$ cat src/rtl/ca_pkg.sv
package ca_pkg;
  typedef enum logic [1:0] {
    PH_IDLE = 2'd0,
    PH_ADDR = 2'd1,
    PH_DATA = 2'd2
  } phase_t;

  // Build the first address word: flags overwrite the two low bits.
  function automatic logic [31:0] flag_word(input logic [31:0] addr,
                                            input logic burst,
                                            input logic dual);
    flag_word = {addr[31:2], burst, dual};
  endfunction

  // Number of command/address words a transaction carries.
  function automatic int unsigned word_total(input logic dual);
    word_total = dual ? 2 : 1;
  endfunction
endpackage

$ cat src/rtl/ca_capture.sv
module ca_capture #(
  parameter int CMD_W = 4,
  parameter int DW    = 32
) (
  input  logic             clk,
  input  logic             rst_n,
  input  logic             load,
  input  logic [CMD_W-1:0] cmd_in,
  input  logic [DW-1:0]    lo_in,
  input  logic [DW-1:0]    hi_in,
  input  logic             burst_in,
  input  logic             dual_in,
  output logic [CMD_W-1:0] cmd_q,
  output logic [DW-1:0]    lo_q,
  output logic [DW-1:0]    hi_q,
  output logic             burst_q,
  output logic             dual_q
);
  always_ff @(posedge clk or negedge rst_n) begin
    if (!rst_n) begin
      cmd_q   <= '0;
      lo_q    <= '0;
      hi_q    <= '0;
      burst_q <= 1'b0;
      dual_q  <= 1'b0;
    end else if (load) begin
      cmd_q   <= cmd_in;
      lo_q    <= lo_in;
      hi_q    <= hi_in;
      burst_q <= burst_in;
      dual_q  <= dual_in;
    end
  end

  // descriptor only changes on a load
  a_r8_hold_descriptor: assert property (@(posedge clk) disable iff (!rst_n)
    !load |=> ($stable(cmd_q) && $stable(lo_q) && $stable(hi_q)
               && $stable(burst_q) && $stable(dual_q)));
endmodule

$ cat src/rtl/ca_seq.sv
module ca_seq
  import ca_pkg::*;
#(
  parameter int MAX_WORDS = 2,
  localparam int IDX_W = (MAX_WORDS > 1) ? $clog2(MAX_WORDS) : 1
) (
  input  logic             clk,
  input  logic             rst_n,
  input  logic             start,
  input  logic             aen_n,
  input  logic             xfer_done,
  input  logic             dual_q,
  output phase_t           phase,
  output logic [IDX_W-1:0] idx,
  output logic             load,
  output logic             last_word,
  output logic             accept
);
  phase_t           phase_d;
  logic [IDX_W-1:0] idx_d;
  logic             finish_ca;

  assign load      = start && (phase == PH_IDLE);
  assign accept    = (phase == PH_ADDR) && !aen_n;
  assign last_word = (phase == PH_ADDR) &&
                     (int'(idx) == int'(word_total(dual_q)) - 1);
  assign finish_ca = accept && last_word;

  always_comb begin
    phase_d = phase;
    idx_d   = idx;
    unique case (phase)
      PH_IDLE: if (load) begin
        phase_d = PH_ADDR;
        idx_d   = '0;
      end
      PH_ADDR: if (finish_ca) begin
        phase_d = PH_DATA;
        idx_d   = '0;
      end else if (accept) begin
        idx_d = idx + 1'b1;
      end
      PH_DATA: if (xfer_done) phase_d = PH_IDLE;
      default: phase_d = PH_IDLE;
    endcase
  end

  always_ff @(posedge clk or negedge rst_n) begin
    if (!rst_n) begin
      phase <= PH_IDLE;
      idx   <= '0;
    end else begin
      phase <= phase_d;
      idx   <= idx_d;
    end
  end

  // accepting the final word leaves the address phase
  a_r3_final_accept: assert property (@(posedge clk) disable iff (!rst_n)
    finish_ca |=> (phase == PH_DATA));
  // a stall keeps the current word
  a_r5_stall_hold: assert property (@(posedge clk) disable iff (!rst_n)
    (phase == PH_ADDR && aen_n) |=> (phase == PH_ADDR && $stable(idx)));
  // enable outside the address phase changes nothing
  a_r9_data_stays: assert property (@(posedge clk) disable iff (!rst_n)
    (phase == PH_DATA && !xfer_done) |=> (phase == PH_DATA));
  // start while busy does not restart
  a_r8_no_restart: assert property (@(posedge clk) disable iff (!rst_n)
    (phase == PH_ADDR && start && !accept) |=> (phase == PH_ADDR && $stable(idx)));
endmodule

$ cat src/rtl/ca_outmux.sv
module ca_outmux
  import ca_pkg::*;
#(
  parameter int CMD_W = 4,
  parameter int DW    = 32,
  parameter int IDX_W = 1
) (
  input  logic             clk,
  input  logic             rst_n,
  input  phase_t           phase,
  input  logic [IDX_W-1:0] idx,
  input  logic             last_word,
  input  logic [CMD_W-1:0] cmd_q,
  input  logic [DW-1:0]    lo_q,
  input  logic [DW-1:0]    hi_q,
  input  logic             burst_q,
  input  logic             dual_q,
  input  logic [DW-1:0]    fifo_data,
  output logic             req_n,
  output logic [CMD_W-1:0] cmd_o,
  output logic [DW-1:0]    app_data,
  output logic             fifo_sel,
  output logic             last_n
);
  logic [DW-1:0] first_word;

  generate
    if (DW == 32) begin : g_flag32
      assign first_word = flag_word(lo_q, burst_q, dual_q);
    end else begin : g_flagn
      assign first_word = {lo_q[DW-1:2], burst_q, dual_q};
    end
  endgenerate

  always_comb begin
    req_n    = 1'b1;
    cmd_o    = '0;
    app_data = '0;
    fifo_sel = 1'b1;
    last_n   = 1'b1;
    unique case (phase)
      PH_ADDR: begin
        req_n    = 1'b0;
        cmd_o    = cmd_q;
        app_data = (idx == '0) ? first_word : hi_q;
        last_n   = !last_word;
      end
      PH_DATA: begin
        fifo_sel = 1'b0;
        app_data = fifo_data;
      end
      default: ;
    endcase
  end

  // data phase never shows a request or last strobe
  a_r6_data_quiet: assert property (@(posedge clk) disable iff (!rst_n)
    !fifo_sel |-> (req_n && last_n));
  // last strobe only while requesting
  a_r3_last_in_req: assert property (@(posedge clk) disable iff (!rst_n)
    !last_n |-> !req_n);
  // idle bus is quiet
  a_r7_idle_quiet: assert property (@(posedge clk) disable iff (!rst_n)
    (req_n && fifo_sel) |-> (app_data == '0 && cmd_o == '0));
endmodule

$ cat src/rtl/ca_handoff.sv
module ca_handoff
  import ca_pkg::*;
#(
  parameter int CMD_W     = 4,
  parameter int DW        = 32,
  parameter int MAX_WORDS = 2
) (
  input  logic             clk,
  input  logic             rst_n,
  input  logic             start,
  input  logic [CMD_W-1:0] start_cmd,
  input  logic [DW-1:0]    start_addr_lo,
  input  logic [DW-1:0]    start_addr_hi,
  input  logic             start_burst,
  input  logic             start_dual,
  input  logic             xfer_done,
  input  logic [DW-1:0]    fifo_data,
  input  logic             aen_n,
  output logic             req_n,
  output logic [CMD_W-1:0] cmd_o,
  output logic [DW-1:0]    app_data,
  output logic             fifo_sel,
  output logic             last_n
);
  localparam int IDX_W = (MAX_WORDS > 1) ? $clog2(MAX_WORDS) : 1;

  phase_t           phase;
  logic [IDX_W-1:0] idx;
  logic             load, last_word, accept;
  logic [CMD_W-1:0] cmd_q;
  logic [DW-1:0]    lo_q, hi_q;
  logic             burst_q, dual_q;

  ca_seq #(.MAX_WORDS(MAX_WORDS)) u_seq (
    .clk(clk), .rst_n(rst_n), .start(start), .aen_n(aen_n),
    .xfer_done(xfer_done), .dual_q(dual_q), .phase(phase), .idx(idx),
    .load(load), .last_word(last_word), .accept(accept)
  );

  ca_capture #(.CMD_W(CMD_W), .DW(DW)) u_cap (
    .clk(clk), .rst_n(rst_n), .load(load), .cmd_in(start_cmd),
    .lo_in(start_addr_lo), .hi_in(start_addr_hi), .burst_in(start_burst),
    .dual_in(start_dual), .cmd_q(cmd_q), .lo_q(lo_q), .hi_q(hi_q),
    .burst_q(burst_q), .dual_q(dual_q)
  );

  ca_outmux #(.CMD_W(CMD_W), .DW(DW), .IDX_W(IDX_W)) u_mux (
    .clk(clk), .rst_n(rst_n), .phase(phase), .idx(idx),
    .last_word(last_word), .cmd_q(cmd_q), .lo_q(lo_q), .hi_q(hi_q),
    .burst_q(burst_q), .dual_q(dual_q), .fifo_data(fifo_data),
    .req_n(req_n), .cmd_o(cmd_o), .app_data(app_data),
    .fifo_sel(fifo_sel), .last_n(last_n)
  );

  // idle start raises the request next cycle
  a_r2_request: assert property (@(posedge clk) disable iff (!rst_n)
    (req_n && fifo_sel && start) |=> (!req_n && fifo_sel));
  // a non-final accepted word keeps the request
  a_r4_keep_req: assert property (@(posedge clk) disable iff (!rst_n)
    (!req_n && !aen_n && last_n) |=> (!req_n && !last_n));
  // stalled request holds the visible word
  a_r5_bus_hold: assert property (@(posedge clk) disable iff (!rst_n)
    (!req_n && aen_n) |=> ($stable(app_data) && $stable(cmd_o) && $stable(last_n) && !req_n));
endmodule

$ cat config.mk
export PLATFORM = sky130hd
export DESIGN_NAME = ca_handoff
export DESIGN_NICKNAME = d
export VERILOG_FILES = /design/src/rtl/ca_pkg.sv /design/src/rtl/ca_capture.sv /design/src/rtl/ca_seq.sv /design/src/rtl/ca_outmux.sv /design/src/rtl/ca_handoff.sv
export SDC_FILE = /design/constraint.sdc
export NUM_CORES = 1
export LEC_CHECK = 0
export BUFFER_PORTS_ARGS = -buffer_cell sky130_fd_sc_hd__buf_4
export CAP_MARGIN = 20
export CORE_AREA = 4 4 101 103
export DETAILED_ROUTE_END_ITERATION = 7
export DIE_AREA = 0 0 105 107
export GPL_ROUTABILITY_DRIVEN = 0
export PLACE_DENSITY = 0.78
export SKIP_LAST_GASP = 1
export SYNTH_ARGS = -nofsm -noshare
export SYNTH_HDL_FRONTEND = slang
export SYNTH_SLANG_ARGS = --single-unit
$ cat constraint.sdc
create_clock -name clk -period 1.92 [get_ports clk]
set_input_delay 0.096 -clock clk [delete_from_list [all_inputs] [get_ports clk]]
set_output_delay 0.096 -clock clk [all_outputs]
set_load 0.02 [all_outputs]
==> impl_results.md <==
* DR pass1 iterations at 4
* Synth cell count leaders: dfrtp_1 (71), mux2_2 (69), and2_1 (36)
* Final worst path period share at 97.1%
* Worst hold path cell count at 3
* Arrival time worst endpoint at 1.77 ns
* # port buffers at 143
* Synthesized area per cell at 11.5 um2
* Sw frac at 35.7%
* Slew at the pin with the worst max-slew slack at 0.462 ns
* DP Area at 4870 um2
* Area of the core at 9200 um2
* Area contributors post-synth: dfrtp_1 (49%), mux2_2 (21%), mux2i_1 (9.1%), and2_1 (6.2%), o21ai_0 (4.5%)
* Total negative slack at 0 ns
* CP max FO at 17
* Residual DRC count at 0
* GRT Util Overall at 17.9%
* Core Util, Final at 63.8%
* Synthesized cell area at 3640 um2
* Status: completed
* Initial core utilization at 39.6%
* CTS H-tree lvls at 3
* Final hold vios at 0
* Clk pwr share at 16.7%
* Worst setup margin at 0.0561 ns
* Area Growth Syn to Fin at 60.9%
* Chip width at 105 um
* Hold Crit Start: aen_n
* # fillers at 709
* CTS tree: built
* Reg2Reg Depth at 6
* Combinational share of power at 51.1%
* Maximum clock frequency at 0.537 GHz
* Placement Setup Slack at 0.217 ns
* Slew Limit Fails at 0
* Drt wl/cell at 15.5 um
* Final setup viols at 0
* Hold Crit Class: input port to flip-flop
* Worst r2r src: u_seq.phase[1]
* Largest net degree at the start of global routing at 40
* Sequential share of power at 32.2%
* Die footprint at 11200 um2
* Antenna Violating Nets Remaining at 0
* RSZ-0062 raised after global routing: yes
* FF-to-FF End: u_cap.lo_q[14]
* Antenna diodes at 0
* DP HPWL at 6.76 mm
* Post-synth top area share at 48.8%
* Row count at 35
* CP required at 1.82 ns
* Count leader, synth: dfrtp_1
* Routed vias/inst at 4.90
* Leading area contributor after synthesis: dfrtp_1
* EDFF count, synth at 0
* Max-slew headroom at 69.2%
* Total Power at 8.18 mW
* Boundary pin count at 146
* Total number of vias at 3173
* Mapped Nets at 428
* Power per cell area at 1400 nW/um2
* Num CTS Buffers at 9
* First-pass GRT wire length at 16.2 mm
* Min Tclk post-route at 1.86 ns
* Critical Path Start Type: flip-flop
* Synthesized flop and latch total at 71
* Initial antenna violation count at 0
* Post-route cell area at 5860 um2
* Initial drt markers at 80
* Final net count at 643
* FFs w/ async S/R, synth at 100%
* Worst-Skew Late Latency at 0.34 ns
* Maximum clock path buffer count at 2
* Max Cap Viol at 0
* Critical path capture point type: output port
* Overflow after GRT at 0
* Vias in the first global route at 3434
* Seq/Total Area, Yosys at 48.8%
* Clk pin slew, worst setup/hold paths at 0.08 ns
* Synth Instances at 316
* Setup CP Type: flip-flop to output port
* Final Routed Wirelength at 10.0 mm
* Share of layout cells above drive strength 1 at 46.6%
* Netlist cell types at 18
* Root Driver: clkbuf_8
* Switching power at 2.92 mW
* VDD IR max at 0.670 mV
* Worst Clk Skew at 0.0123 ns
* P_leak at 2.66 nW
* Hold Path Sink: u_seq.idx
* Predominant post-synthesis flop cell: dfrtp_1
* Die H at 107 um
* Int Pwr at 5.26 mW
* Warnings, synthesis at 0
* # clock sinks at 71
* Worst R2R Setup Slack at 0.10 ns
## per-layer routing
metal,up-vias,track usage [%],routed length [um]
met5,-,0,0
met3,19,4.58,525
li1,1514,-,-
met4,0,6.00,188
met2,100,33.8,5440
met1,1540,19.5,3890
## registers in the layout, indices dropped and copies added, names as in the netlist
register,cells
u_cap.burst_q,1
u_cap.cmd_q,4
u_cap.dual_q,1
u_cap.hi_q,32
u_cap.lo_q,30
u_seq.idx,1
u_seq.phase,2
## power by group through the flow
| stage | Sequential, mW | Combinational [mW] | Clock, mW |
|---|---|---|---|
| after global routing | 2.73 | 4.56 | 1.47 |
| final | 2.64 | 4.18 | 1.37 |
| after CTS | 2.64 | 4.08 | 1.40 |
| after floorplan | 2.54 | 2.65 | 0 |
| after global placement | 2.60 | 3.82 | 0 |
| after detailed placement | 2.67 | 3.92 | 0 |
## metrics by stage
| step | std cells | hold slack, ns |
|---|---|---|
| 2_1_floorplan | 316 | -0.200 |
| 3_3_place_gp | 560 | 0.0753 |
| 3_5_place_dp | 560 | 0.0795 |
| 4_1_cts | 646 | 0.0264 |
| 5_1_grt | 647 | 0.0501 |
| 6_report | 647 | 0.0622 |
## cell usage in the layout, fill, tap and decap left out, drive strengths merged, types with 5 or more instances in the layout
cell / n
buf: 156
dfrtp: 71
mux2: 69
dlygate4sd3: 69
and2: 36
nand2: 35
mux2i: 33
o21ai: 33
clkbuf: 11
inv: 5
ha: 5
## cells by family (layout without fill, tap and decap cells)
kind of cell               Yosys count  count (layout)  share of synthesized area, %
muxes                              102             102                          30.4
DFF                                 71              71                          48.8
adders and majority gates            5               5                          1.72
xor gates and xnor gates             1               1                         0.240
AOI/OAI and AO/OA                   38              38                          5.46
buffers and inverters               26             246                          3.26
and+or+nand+nor                     73              73                          10.2
## worst max path at each step
stage / end / cells past startpoint / start / slack [ns]
after floorplan: u_seq.phase[0] / 7 / u_seq.phase[0] / 0.24
after global placement: u_cap.lo_q[21] / 5 / u_seq.phase[0] / 0.28
after detailed placement: u_cap.lo_q[14] / 5 / u_seq.phase[0] / 0.22
after CTS: app_data[8] / 7 / u_seq.phase[0] / 0.01
after global routing: app_data[10] / 6 / u_seq.phase[1] / -0.02
final: app_data[10] / 6 / u_seq.phase[1] / 0.06
## worst max-delay path: stages, from the launching register on
cell	delay [ns]
dfrtp_1	0.40
inv_2	0.08
buf_4	0.14
ha_1	0.28
buf_4	0.20
and2_1	0.17
buf_4	0.15
## final cells by class
cell class | count | area, um2 | share of cell area (%)
Clock inverter | 5 | 80.1 | 1.37
Sequential cell | 71 | 1780 | 30.3
Inverter | 5 | 18.8 | 0.320
Timing Repair Buffer | 225 | 1910 | 32.6
Clock buffer | 11 | 151 | 2.58
Multi-Input combinational cell | 219 | 1780 | 30.4
Tap cell | 111 | 139 | 2.37
## repair_timing
| action | CTS | global route |
|---|---|---|
| gates resized for setup | 3 | 23 |
| endpoints found under the hold margin | 101 | 0 |
| setup buffers | 1 | 1 |
| hold buffers | 69 | 0 |
| endpoints found under the setup margin | 32 | 32 |
| pin swaps | 0 | 0 |
Power figures use the tool's default switching activity.
